File: config.mk
export PLATFORM = sky130hd
export DESIGN_NAME = clk_sc_victim_sel
export DESIGN_NICKNAME = d
export VERILOG_FILES = /design/src/rtl/clk_sc_pkg.sv /design/src/rtl/clk_sc_refbits.sv /design/src/rtl/clk_sc_hand.sv /design/src/rtl/clk_sc_ctrl.sv /design/src/rtl/clk_sc_victim_sel.sv
export SDC_FILE = /design/constraint.sdc
export NUM_CORES = 1
export LEC_CHECK = 0
export BUFFER_PORTS_ARGS = -buffer_cell sky130_fd_sc_hd__clkbuf_2
export CELL_PAD_IN_SITES_DETAIL_PLACEMENT = 0
export CELL_PAD_IN_SITES_GLOBAL_PLACEMENT = 2
export CORE_MARGIN = 2
export CORE_UTILIZATION = 30
export CTS_CLUSTER_SIZE = 25
export DETAILED_ROUTE_END_ITERATION = 7
export GPL_TIMING_DRIVEN = 0
export HOLD_SLACK_MARGIN = 0.03
export PLACE_DENSITY = 0.73
export REMOVE_ABC_BUFFERS = 1
export SLEW_MARGIN = 20
export SYNTH_ARGS = -nofsm -noshare
export SYNTH_HDL_FRONTEND = slang
export SYNTH_SLANG_ARGS = --single-unit
File: constraint.sdc
create_clock -name clk_i -period 1.05 [get_ports clk_i]
set_input_delay 0.0525 -clock clk_i [delete_from_list [all_inputs] [get_ports clk_i]]
set_output_delay 0.0525 -clock clk_i [all_outputs]
set_load 0.01 [all_outputs]
File: src/rtl/clk_sc_pkg.sv
package clk_sc_pkg;

  typedef enum logic {
    ST_IDLE = 1'b0,
    ST_SCAN = 1'b1
  } scan_st_e;

endpackage

File: src/rtl/clk_sc_refbits.sv
module clk_sc_refbits #(
  parameter int NF = 8,
  parameter int IW = $clog2(NF)
) (
  input  logic          clk_i,
  input  logic          rst_ni,
  input  logic          set_en_i,
  input  logic [IW-1:0] set_idx_i,
  input  logic          clr_en_i,
  input  logic [IW-1:0] clr_idx_i,
  output logic [NF-1:0] bits_o
);

  logic [NF-1:0] bits_q;
  logic [NF-1:0] bits_d;

  for (genvar g = 0; g < NF; g++) begin : g_frame
    logic hit_set;
    logic hit_clr;
    assign hit_set = set_en_i && (set_idx_i == IW'(g));
    assign hit_clr = clr_en_i && (clr_idx_i == IW'(g));

    // a set in the same cycle beats a clear of the same frame
    always_comb begin
      bits_d[g] = bits_q[g];
      if (hit_set)      bits_d[g] = 1'b1;
      else if (hit_clr) bits_d[g] = 1'b0;
    end

    always_ff @(posedge clk_i or negedge rst_ni) begin
      if (!rst_ni)                bits_q[g] <= 1'b0;
      else if (hit_set || hit_clr) bits_q[g] <= bits_d[g];
    end
  end

  assign bits_o = bits_q;

  a_r2_access_sets: assert property (@(posedge clk_i) disable iff (!rst_ni)
    set_en_i |=> bits_q[$past(set_idx_i)]);

  a_r4_skip_clears: assert property (@(posedge clk_i) disable iff (!rst_ni)
    (clr_en_i && !(set_en_i && set_idx_i == clr_idx_i)) |=> !bits_q[$past(clr_idx_i)]);

  a_r8_hit_keeps_bit: assert property (@(posedge clk_i) disable iff (!rst_ni)
    (clr_en_i && set_en_i && set_idx_i == clr_idx_i) |=> bits_q[$past(clr_idx_i)]);

endmodule

File: src/rtl/clk_sc_hand.sv
module clk_sc_hand #(
  parameter int NF = 8,
  parameter int IW = $clog2(NF),
  parameter int CW = $clog2(NF + 1)
) (
  input  logic          clk_i,
  input  logic          rst_ni,
  input  logic          start_i,
  input  logic          step_i,
  input  logic          commit_i,
  output logic [IW-1:0] hand_o,
  output logic [IW-1:0] ptr_o,
  output logic          last_o
);

  logic [IW-1:0] hand_q, hand_d;
  logic [IW-1:0] ptr_q, ptr_d;
  logic [CW-1:0] cnt_q, cnt_d;
  logic [IW-1:0] ptr_inc;

  assign ptr_inc = (ptr_q == IW'(NF - 1)) ? '0 : ptr_q + IW'(1);

  always_comb begin
    hand_d = hand_q;
    ptr_d  = ptr_q;
    cnt_d  = cnt_q;
    if (start_i) begin
      ptr_d = hand_q;
      cnt_d = '0;
    end else if (step_i) begin
      ptr_d = ptr_inc;
      cnt_d = cnt_q + CW'(1);
    end
    if (commit_i) hand_d = ptr_inc;
  end

  always_ff @(posedge clk_i or negedge rst_ni) begin
    if (!rst_ni) begin
      hand_q <= '0;
      ptr_q  <= '0;
      cnt_q  <= '0;
    end else begin
      if (commit_i)           hand_q <= hand_d;
      if (start_i || step_i) begin
        ptr_q <= ptr_d;
        cnt_q <= cnt_d;
      end
    end
  end

  assign hand_o = hand_q;
  assign ptr_o  = ptr_q;
  assign last_o = (cnt_q == CW'(NF));

  a_r2_hand_still: assert property (@(posedge clk_i) disable iff (!rst_ni)
    !commit_i |=> $stable(hand_q));

endmodule

File: src/rtl/clk_sc_ctrl.sv
module clk_sc_ctrl #(
  parameter int NF = 8,
  parameter int IW = $clog2(NF)
) (
  input  logic          clk_i,
  input  logic          rst_ni,
  input  logic          evict_req_i,
  input  logic          seen_i,
  input  logic          last_i,
  input  logic [IW-1:0] ptr_i,
  output logic          start_o,
  output logic          step_o,
  output logic          commit_o,
  output logic          clr_en_o,
  output logic          busy_o,
  output logic          done_o,
  output logic [IW-1:0] victim_o
);

  import clk_sc_pkg::*;

  scan_st_e      st_q, st_d;
  logic          done_q, done_d;
  logic [IW-1:0] vic_q, vic_d;
  logic          pick;

  always_comb begin
    st_d     = st_q;
    done_d   = 1'b0;
    vic_d    = vic_q;
    start_o  = 1'b0;
    step_o   = 1'b0;
    commit_o = 1'b0;
    clr_en_o = 1'b0;
    pick     = 1'b0;
    unique case (st_q)
      ST_IDLE: begin
        if (evict_req_i) begin
          start_o = 1'b1;
          st_d    = ST_SCAN;
        end
      end
      ST_SCAN: begin
        pick = !seen_i || last_i;
        if (pick) begin
          commit_o = 1'b1;
          done_d   = 1'b1;
          vic_d    = ptr_i;
          st_d     = ST_IDLE;
        end else begin
          step_o   = 1'b1;
          clr_en_o = 1'b1;
        end
      end
      default: st_d = ST_IDLE;
    endcase
  end

  always_ff @(posedge clk_i or negedge rst_ni) begin
    if (!rst_ni) begin
      st_q   <= ST_IDLE;
      done_q <= 1'b0;
      vic_q  <= '0;
    end else begin
      st_q   <= st_d;
      done_q <= done_d;
      if (done_d) vic_q <= vic_d;
    end
  end

  assign busy_o   = (st_q == ST_SCAN);
  assign done_o   = done_q;
  assign victim_o = vic_q;

  a_r3_single_pulse: assert property (@(posedge clk_i) disable iff (!rst_ni)
    done_q |=> !done_q);

  a_r9_req_ignored: assert property (@(posedge clk_i) disable iff (!rst_ni)
    (busy_o && !pick) |=> (busy_o && !done_q));

endmodule

File: src/rtl/clk_sc_victim_sel.sv
module clk_sc_victim_sel #(
  parameter int NF = 8,
  parameter int IW = $clog2(NF)
) (
  input  logic          clk_i,
  input  logic          rst_ni,
  input  logic          acc_vld_i,
  input  logic [IW-1:0] acc_idx_i,
  input  logic          evict_req_i,
  output logic          victim_vld_o,
  output logic [IW-1:0] victim_idx_o
);

  localparam int CW = $clog2(NF + 1);
  localparam int SW = $clog2(NF + 2);

  logic [1:0]    rst_sync_q;
  logic          rst_int_n;
  logic [NF-1:0] ref_bits;
  logic [IW-1:0] hand;
  logic [IW-1:0] ptr;
  logic          last;
  logic          start, step, commit, clr_en, busy;
  logic          hit, seen;

  // asynchronous assert, synchronous release
  always_ff @(posedge clk_i or negedge rst_ni) begin
    if (!rst_ni) rst_sync_q <= 2'b00;
    else         rst_sync_q <= {rst_sync_q[0], 1'b1};
  end
  assign rst_int_n = rst_sync_q[1];

  assign hit  = acc_vld_i && (acc_idx_i == ptr);
  assign seen = ref_bits[ptr] || hit;

  clk_sc_refbits #(.NF(NF), .IW(IW)) u_bits (
    .clk_i     (clk_i),
    .rst_ni    (rst_int_n),
    .set_en_i  (acc_vld_i),
    .set_idx_i (acc_idx_i),
    .clr_en_i  (clr_en),
    .clr_idx_i (ptr),
    .bits_o    (ref_bits)
  );

  clk_sc_hand #(.NF(NF), .IW(IW), .CW(CW)) u_hand (
    .clk_i    (clk_i),
    .rst_ni   (rst_int_n),
    .start_i  (start),
    .step_i   (step),
    .commit_i (commit),
    .hand_o   (hand),
    .ptr_o    (ptr),
    .last_o   (last)
  );

  clk_sc_ctrl #(.NF(NF), .IW(IW)) u_ctrl (
    .clk_i       (clk_i),
    .rst_ni      (rst_int_n),
    .evict_req_i (evict_req_i),
    .seen_i      (seen),
    .last_i      (last),
    .ptr_i       (ptr),
    .start_o     (start),
    .step_o      (step),
    .commit_o    (commit),
    .clr_en_o    (clr_en),
    .busy_o      (busy),
    .done_o      (victim_vld_o),
    .victim_o    (victim_idx_o)
  );

  // checker state: examinations in the current scan
  logic [SW-1:0] scan_cyc_q;
  always_ff @(posedge clk_i or negedge rst_int_n) begin
    if (!rst_int_n)                          scan_cyc_q <= '0;
    else if (!busy)                          scan_cyc_q <= '0;
    else if (scan_cyc_q != SW'(NF + 1))      scan_cyc_q <= scan_cyc_q + SW'(1);
  end

  a_r10_scan_bound: assert property (@(posedge clk_i) disable iff (!rst_int_n)
    busy |-> (scan_cyc_q <= SW'(NF)));

  a_r7_hand_after_victim: assert property (@(posedge clk_i) disable iff (!rst_int_n)
    victim_vld_o |-> (hand == ((victim_idx_o == IW'(NF - 1)) ? '0 : victim_idx_o + IW'(1))));

  a_r1_quiet_after_reset: assert property (@(posedge clk_i) disable iff (!rst_int_n)
    $rose(rst_int_n) |-> !victim_vld_o);

endmodule

---- Yosys cells after proc, flatten, opt, wreduce, memory -nomap -nowiden ----
Index checks and enable logic that the tools add are counted.
operators by class
  add/sub/neg operators ................... 2
  order comparisons ....................... 1
  eq/ne operators ......................... 16
  multiplexer cells ....................... 30
  bitwise logic cells ..................... 1
  reduce and logical (&&, ||, !) cells .... 50
operators with widths
  operator               count
  $eq A3 B3 Y1 const B   8
  $mux W1                23
  $reduce_and A2 Y1      9
  $reduce_bool A2 Y1     9
  $logic_and A1 B1 Y1    17
  $eq A3 B2 Y1 const B   4
  $logic_or A1 B1 Y1     11
  $mux W3                3
  $mux W4                2
  $eq A3 B1 Y1 const B   2
  $logic_not A3 Y1       2
  $add A4 B1 Y4 const B  1
  $eq A4 B4 Y1 const B   1
  $lt A3 B4 Y1 const B   1
  $add A3 B1 Y3 const B  1
  $bmux W1 S3            1
  $eq A3 B3 Y1           1
  $reduce_and A3 Y1      1
  $pmux W1 S2            1
  $logic_not A1 Y1       1
  $not A1 Y1             1
word-level totals
  bits in registers ....................... 25
  input port bits ......................... 7
  output and inout port bits .............. 4
  word-level logic and storage cells ...... 115

---- Longest topological paths before layout ----
Gate-level depths: netlist of the first run.
  depth in word-level cells ............... 10
  mapped depth ............................ 8
  depth with buffers taken out ............ 7

---- By module ----
A second synthesis of the first run with hierarchy kept.
unflattened totals
  cell total of the unflattened synthesis .. 108
  area total of the unflattened synthesis .. 1,316.3 um^2
by module, submodules not included
  module             instances  cells each  area an instance (um^2)  seq. area each (um^2)
  clk_sc_hand        1          49          551.8                    250.2
  clk_sc_refbits     1          30          381.6                    200.2
  clk_sc_ctrl        1          15          219.0                    125.1
  clk_sc_victim_sel  1          14          163.9                    50.0

---- Least setup slack after synthesis of the first run ----
No wires, ideal clock.
  kind .................................... reg-to-reg
  start point ............................. reg u_hand.ptr_q[1], in the netlist u_hand.ptr_o[1]
  end point ............................... reg u_ctrl.vic_q[0], in the netlist u_ctrl.victim_o[0]
  setup time .............................. 0.125 ns
  arrival time ............................ 1.859 ns
  path slack .............................. -0.934 ns
  stages on the path, launching flop included .. 8
  buffers on the path ..................... 2
  cell sequence ........................... dfrtp_1 > buf_4 > mux2i_1 > mux4_2 > nand2_2 > a21bo_1 > buf_6 > mux2_2
between the ends
  longest elaborated chain between the ends .. 8
  elaborated cells on any way between the ends .. 10
  those cells by class .................... 1 x eq/ne; 4 x mux; 5 x reduce/logical
RTL lines
  element                                                               line                                              source
  from (decl)                                                           clk_sc_hand.sv:17                                 logic [IW-1:0] ptr_q, ptr_d;
  from (signal assigned)                                                clk_sc_hand.sv:45                                 ptr_q <= ptr_d;
  $bmux W1 S3 or $eq A3 B3 Y1 (tied branches)                           clk_sc_victim_sel.sv:34, clk_sc_victim_sel.sv:33
  $mux W1 (implied by the code) or $logic_and A1 B1 Y1 (tied branches)  clk_sc_victim_sel.sv:34, clk_sc_victim_sel.sv:33
  $logic_or A1 B1 Y1 (*)                                                clk_sc_victim_sel.sv:34                           assign seen = ref_bits[ptr] || hit;
  $logic_not A1 Y1 (*)                                                  clk_sc_ctrl.sv:44                                 pick = !seen_i || last_i;
  $logic_or A1 B1 Y1 (*)                                                clk_sc_ctrl.sv:44
  $mux W1                                                               clk_sc_ctrl.sv:45                                 if (pick) begin
  $mux W1                                                               clk_sc_ctrl.sv:36                                 unique case (st_q)
  $reduce_and A3 Y1 (no source line) (*)                                n/a
  to (signal assigned)                                                  clk_sc_ctrl.sv:67                                 if (done_d) vic_q <= vic_d;
  to (decl)                                                             clk_sc_ctrl.sv:24                                 logic [IW-1:0] vic_q, vic_d;
Every way passes the cells marked *; elsewhere a longest branch is shown, timed or not. The select of a mux whose other input is x is not followed.
A chain may end at the register's enable or synchronous reset.

---- Worst setup path in the final report of the first run ----
  start point ............................. reg u_hand.ptr_q[1], in the netlist u_hand.ptr_o[1]
  end point ............................... reg u_ctrl.vic_q[2], in the netlist u_ctrl.victim_o[2]
Same word-level chain as after synthesis.

==> out/results.tsv, run 1 <==
metric	value	unit
status	finished with violations	
violations	setup timing	
wl_per_cell	13.9	um
total_power	5.64	mW
synth-main-ff-cell	dfrtp_1	
cts_tree	built	
place_congestion	0.748	
cap_violations	0	
rows	24	
dp_cells	176	
grt_overflow	0	
ir_drop	1340	uV
dieWidth	70.5	um
fp.dieH	70.5	um
drive_gt1_share	37.1	%
register_area	629	um^2
nFillCells	432	
grt_pass1_vias	1019	
grtUsageTotal	12.2	%
critical_path_class	reg2reg	
start_util	30.9	%
synth_edf_count	0	
clock_skew	4.23	ps
rsz0062_at_grt	true	
root_buffer	clkbuf_8	
synth_xor_area_share	2.64	%
p_clk_share	10.0	%
max_stage_delay	610	ps
fin_crit_sh	189	%
hold_viol_final	0	
crit_fanout	7	
relSlewSlack	65.6	%
detail_route.first_pass.iterations	4	
yosysWarnings	0	
dr_total_vias	966	
power.leakage	0.745	nW
multiInputGateArea	699	um^2
p_comb_share	57.7	%
insertion_delay	270	ps
core	4290	um^2
whs	91.9	ps
wirelength	2660	um
yosysSeqAreaShare	47.2	%
antenna_found_initial	0	
drv_slew	0	
cp.arrival	2140	ps
yosys.area_share.simple	8.88	%
cpMaxStageDelayCell	mux4_2	
powerDensity	3460	nW/um^2
switching_share	39.3	%
pwr-share-seq	32.3	%
clk_path_buf_depth	2	
synth_top_family_by_area	compound AO/OA/AOI/OAI gates	
p_sw	2.22	mW
dpl.hpwl	1890	um
syn_to_final_growth	22.9	%
synth.cell_area	1330	um^2
final_nets	156	
cts_buffers	3	
worstPathRequired	1210	ps
min_path_type	in2async	
syn_avg_cell_area	11.1	um^2
ys_async_sr_fraction	100	%
grt_start_max_net_pins	24	
cp_cell_sequence	mux2i_1, mux4_2, nand2_4, a21bo_4, mux2_2	
synth_compound_area_share	16.1	%
clkTransAtPathRegs	90	ps
end_kind	register	
intPower	3.43	mW
die-area	4960	um^2
synth_mux_area_share	12.4	%
ys_seq_elements	25	
r2r_setup_slack	-940	ps
via_per_inst	5.03	
drtIter0Drc	65	
portBuffers	10	
tightest_slew	516	ps
fin_util	37.9	%
io_pins	11	
pre_cts_ws	-1250	ps
grt_pass1_wl	4830	um
n_antenna_cell	0	
netlist_instances	119	
start_kind	register	
post-route-min-period	1990	ps
reg2reg_depth	5	
cts.sinks	25	
stdcell_count	192	
fin_ws	-937	ps
drc	0	
max_freq	503	MHz
synth_cell_type_count	38	
h-tree-depth	1	
antenna_left	0	
finalSetupViolCount	23	
yosys.area_share.adder	7.55	%
worst paths after layout:
kind,start,end
worst max-delay path,u_hand.ptr_o[1],u_ctrl.victim_o[2]
worst min-delay path,rst_ni,rst_sync_q[1]
worst max register to register,u_hand.ptr_o[1],u_ctrl.victim_o[2]
worst min register to register,rst_sync_q[1],u_ctrl.victim_o[1]
max in group asynchronous,rst_sync_q[1],u_hand.ptr_o[2]
min in group clk_i,acc_idx_i[0],u_bits.bits_o[7]
sequential cells by signal (all words and copies together) (netlist names):
register and count:
rst_sync_q 2, u_bits.bits_o 8, u_ctrl.busy_o 1, u_ctrl.done_o 1, u_ctrl.victim_o 3, u_hand.cnt_q 4, u_hand.hand_o 3, u_hand.ptr_o 3
what timing repair did:
action	4_1_cts	5_1_grt
hold buffers	1	0
endpoints found under the setup margin	46	23
pin swaps	9	7
hold endpoints to repair	2	0
cloned	0	0
buffers inserted	11	0
resized for setup	19	5
stage by stage:
step | setup TNS [ps] | cell area, um^2
2_1_floorplan | -17650 | 1290
3_3_place_gp | -23530 | 1410
3_5_place_dp | -23960 | 1410
4_1_cts | -19730 | 1610
5_1_grt | -20760 | 1630
6_report | -19380 | 1630
cell usage in the layout (no fill, tap or decap), drive strengths merged, types with 2 or more instances in the layout:
cell    instances
xnor2           3
inv             9
nand3           2
nor2            9
a31o            2
buf            11
clkbuf         13
a21bo           2
a21oi           5
nand4           2
ha              8
dfrtp          25
a211oi          4
a21boi          3
mux2            6
a31oi           4
nand2           8
mux2i           7
a22o            3
per-layer routing:
layer  vias up  wire, um  global-route usage (%)
met1       488      1310                    15.9
met5         -         0                       0
met3         2        71                    3.46
li1        465         -                       -
met4         0        24                    2.56
met2        11      1260                    20.1
kinds of logic after synthesis:
logic type / count (synthesis)
AOI/OAI and AO/OA: 28
and+or+nand+nor: 25
other: 1
DFF: 25
muxes: 14
buffers and inverters: 14
xor gates and xnor gates: 4
adders and majority gates: 8
final cells by class:
type	count	area share, %
timing repair buffer	22	9.22
inverter	9	2.38
sequential	25	38.6
multi-input combinational	80	42.9
clock buffer	3	2.53
clock inverter	1	0.307
tap	52	3.99
worst max-delay path: cells and delay by family (launching register included):
| family | cells | cell delay [ps] |
|---|---|---|
| flip-flops | 1 | 490 |
| AO/OA/AOI/OAI | 1 | 180 |
| multiplexers | 3 | 1090 |
| AND/OR/NAND/NOR | 1 | 100 |
Yosys cell counts (all sizes together), types with 2 or more instances:
library cell	count	area share [%]
a211oi	4	2.3
a21bo	2	1.5
a21boi	3	1.7
a21oi	5	2.2
a22o	3	2.0
a31o	2	1.3
a31oi	4	1.9
buf	2	1.4
clkbuf	3	0.85
dfrtp	25	47
ha	8	7.6
inv	9	2.7
mux2	6	5.4
mux2i	7	5.3
nand2	8	2.5
nand3	2	0.76
nand4	2	0.94
nor2	9	2.5
xnor2	3	2.0
power by group through the flow:
| stage | registers, mW | clock network, mW | logic, mW |
|---|---|---|---|
| after floorplan | 1.75 | 0 | 1.74 |
| after global placement | 1.82 | 0 | 2.20 |
| after detailed placement | 1.84 | 0 | 2.23 |
| after CTS | 1.82 | 0.591 | 3.16 |
| after global routing | 1.90 | 0.639 | 3.59 |
| final | 1.83 | 0.565 | 3.25 |
Power figures use the tool's default switching activity.
==> inputs of run 2 (changes only) <==
Settings changed: BUFFER_PORTS_ARGS -buffer_cell sky130_fd_sc_hd__clkbuf_2 to default, DONT_BUFFER_PORTS from default to 1, PLACE_DENSITY 0.73 to 0.69.
==> run 2 against run 1 <==
The flow still finishes with violations (setup timing); utilization rose by 0.47 points; hold slack got worse by 44 ps; flip-flop and latch count did not move; cell area rose by 1.2%; first-iteration DRC count rose by 35%; combinational power rose by 2%; critical path depth did not move; sequential power rose by 2%; critical endpoint is now u_ctrl.victim_o[1]; largest cell class unchanged; largest power group unchanged.
==> out/results.tsv, run 2 (same netlist as run 1, synthesis figures left out) <==
metric	value	unit	change
cp_top_family	multiplexers		
status	finished with violations		
layout_commonest_cell	dfrtp_1		
fin_crit_sh	192	%	+2.9 points
most-common-layout-cells	dfrtp_1, buf_4, ha_1		
grt_start_max_net_pins	24		unchanged
dr_total_vias	979		+1.3%
start_util	30.9	%	unchanged
path_buf_inv	0		unchanged
cp.arrival	2180	ps	+40 ps
clock_skew	2.94	ps	-1.29 ps
drtIter0Drc	88		+35%
fin_util	38.4	%	+0.47 points
crit_fanout	7		unchanged
clk_path_buf_depth	2		unchanged
syn_to_final_growth	24.5	%	
switching_share	39.7	%	+0.40 points
relSlewSlack	65.6	%	about the same
drc	0		unchanged
detail_route.first_pass.iterations	5		+1
ir_drop	1330	uV	-0.82%
reg2reg_depth	5		unchanged
cp_cell_sequence	mux2i_1, mux4_2, nand2_4, a21bo_4, mux2_2		
die-area	4960	um^2	unchanged
power.leakage	0.745	nW	about the same
root_buffer	clkbuf_8		
antenna_found_initial	0		unchanged
r2r-end	u_ctrl.victim_o[1]		
r2r-start	u_hand.ptr_o[1]		
hold_viol_final	0		unchanged
p_comb_share	57.4	%	-0.3 points
wl_per_cell	15.9	um	+14%
grt_pass1_vias	1021		+0.20%
whs	47.9	ps	-44.0 ps
critical_path_class	reg2reg		
violations	setup timing		
dieWidth	70.5	um	unchanged
max_stage_delay	600	ps	about the same
clkTransAtPathRegs	90	ps	about the same
h-tree-depth	1		unchanged
fin_ws	-968	ps	-30.7 ps
wirelength	3000	um	+12%
cap_violations	0		unchanged
cpMaxStageDelayCell	mux4_2		
place_congestion	0.818		+9.4%
fp.dieH	70.5	um	unchanged
portBuffers	0		-10
end_kind	register		
drv_slew	0		unchanged
drive_gt1_share	32.1	%	-5.0 points
final_nets	153		-1.9%
core	4290	um^2	unchanged
pwr-share-seq	32.5	%	+0.2 points
io_pins	11		unchanged
via_per_inst	5.18		+3.0%
rsz0062_at_grt	true		
min_from	acc_idx_i[2]		
intPower	3.47	mW	+1.3%
min_path_type	in2reg		
final_area	1650	um^2	+1.2%
placed_cell_area	1360	um^2	-3.5%
grtUsageTotal	13.1	%	+0.87 points
hold_depth	3		
r2r_setup_slack	-970	ps	-30 ps
antenna_left	0		unchanged
start_kind	register		
post-route-min-period	2020	ps	+30.7 ps
tightest_slew	516	ps	-0.345 ps
rows	24		unchanged
p_sw	2.28	mW	+3.0%
grt_pass1_wl	5040	um	+4.3%
insertion_delay	270	ps	about the same
worstPathRequired	1210	ps	about the same
finalSetupViolCount	23		unchanged
grt_overflow	0		unchanged
powerDensity	3490	nW/um^2	+0.76%
cts_buffers	3		unchanged
startpoint	u_hand.ptr_o[1]		
p_clk_share	10.1	%	about the same
min_to	u_bits.bits_o[0]		
dpl.hpwl	1900	um	+0.65%
max_freq	496	MHz	-1.5%
largest_reg_flops	8		unchanged
cts_tree	built		
n_antenna_cell	0		unchanged
cts.sinks	25		unchanged
==> run 2: cell types whose count changed in the layout (fill, tap and decap cells not counted), moves of 2 or more <==
| cell | previous run | this run |
|---|---|---|
| mux2_4 | 1 | 3 |
| clkbuf_2 | 10 | 0 |
| dlygate4sd3_1 | 1 | 6 |
| mux2_2 | 5 | 3 |
==> run 2: layout make-up <==
cell class | instances | area, um^2
Clock buffer | 3 | 41.3
Clock inverter | 1 | 5.00
Fill cell | 421 | 2650
Inverter | 9 | 36.3
Multi-Input combinational cell | 80 | 704
Sequential cell | 25 | 628
Tap cell | 52 | 65.1
Timing Repair Buffer | 19 | 169
==> run 2: tightest hold or removal path, delay by kind of cell <==
family / cells / cell delay [ps]
compound gates: 1 / 80
simple gates: 2 / 150
==> run 2: through the flow <==
step,instances,setup slack (ps),TNS [ps],total power [mW]
6_report,189,-968,-20280,5.76
5_1_grt,189,-1020,-21880,6.22
4_1_cts,187,-963,-19540,5.37
3_5_place_dp,166,-1270,-25050,3.98
3_3_place_gp,166,-1280,-24740,3.97
2_1_floorplan,114,-970,-17650,3.49
==> run 2: worst max-delay path by stage <==
stage,end,slack [ps],depth (start not counted)
2_1_floorplan,u_ctrl.victim_o[0],-970,5
3_3_place_gp,u_hand.hand_o[1],-1280,5
3_5_place_dp,u_ctrl.victim_o[2],-1270,5
4_1_cts,u_hand.hand_o[1],-960,5
5_1_grt,u_ctrl.victim_o[1],-1020,5
6_report,u_ctrl.victim_o[1],-970,5
==> run 2: what timing repair did <==
item	CTS	global route
cloned	0	0
setup buffers	12	3
setup endpoints to repair	46	23
pin swaps	5	8
hold endpoints to repair	9	0
resized for setup	16	10
hold buffers	6	0
==> run 2: power by group through the flow <==
stage / registers, mW / clock network (mW) / logic (mW)
2_1_floorplan: 1.75 / 0 / 1.74
3_3_place_gp: 1.87 / 0 / 2.10
3_5_place_dp: 1.87 / 0 / 2.11
4_1_cts: 1.85 / 0.602 / 2.92
5_1_grt: 1.93 / 0.654 / 3.64
6_report: 1.87 / 0.581 / 3.31
==> run 2: routing by layer <==
metal	wire, um	global-route usage [%]
met5	0	0
met4	25	2.56
met3	137	4.04
met2	1440	20.2
met1	1400	18.1
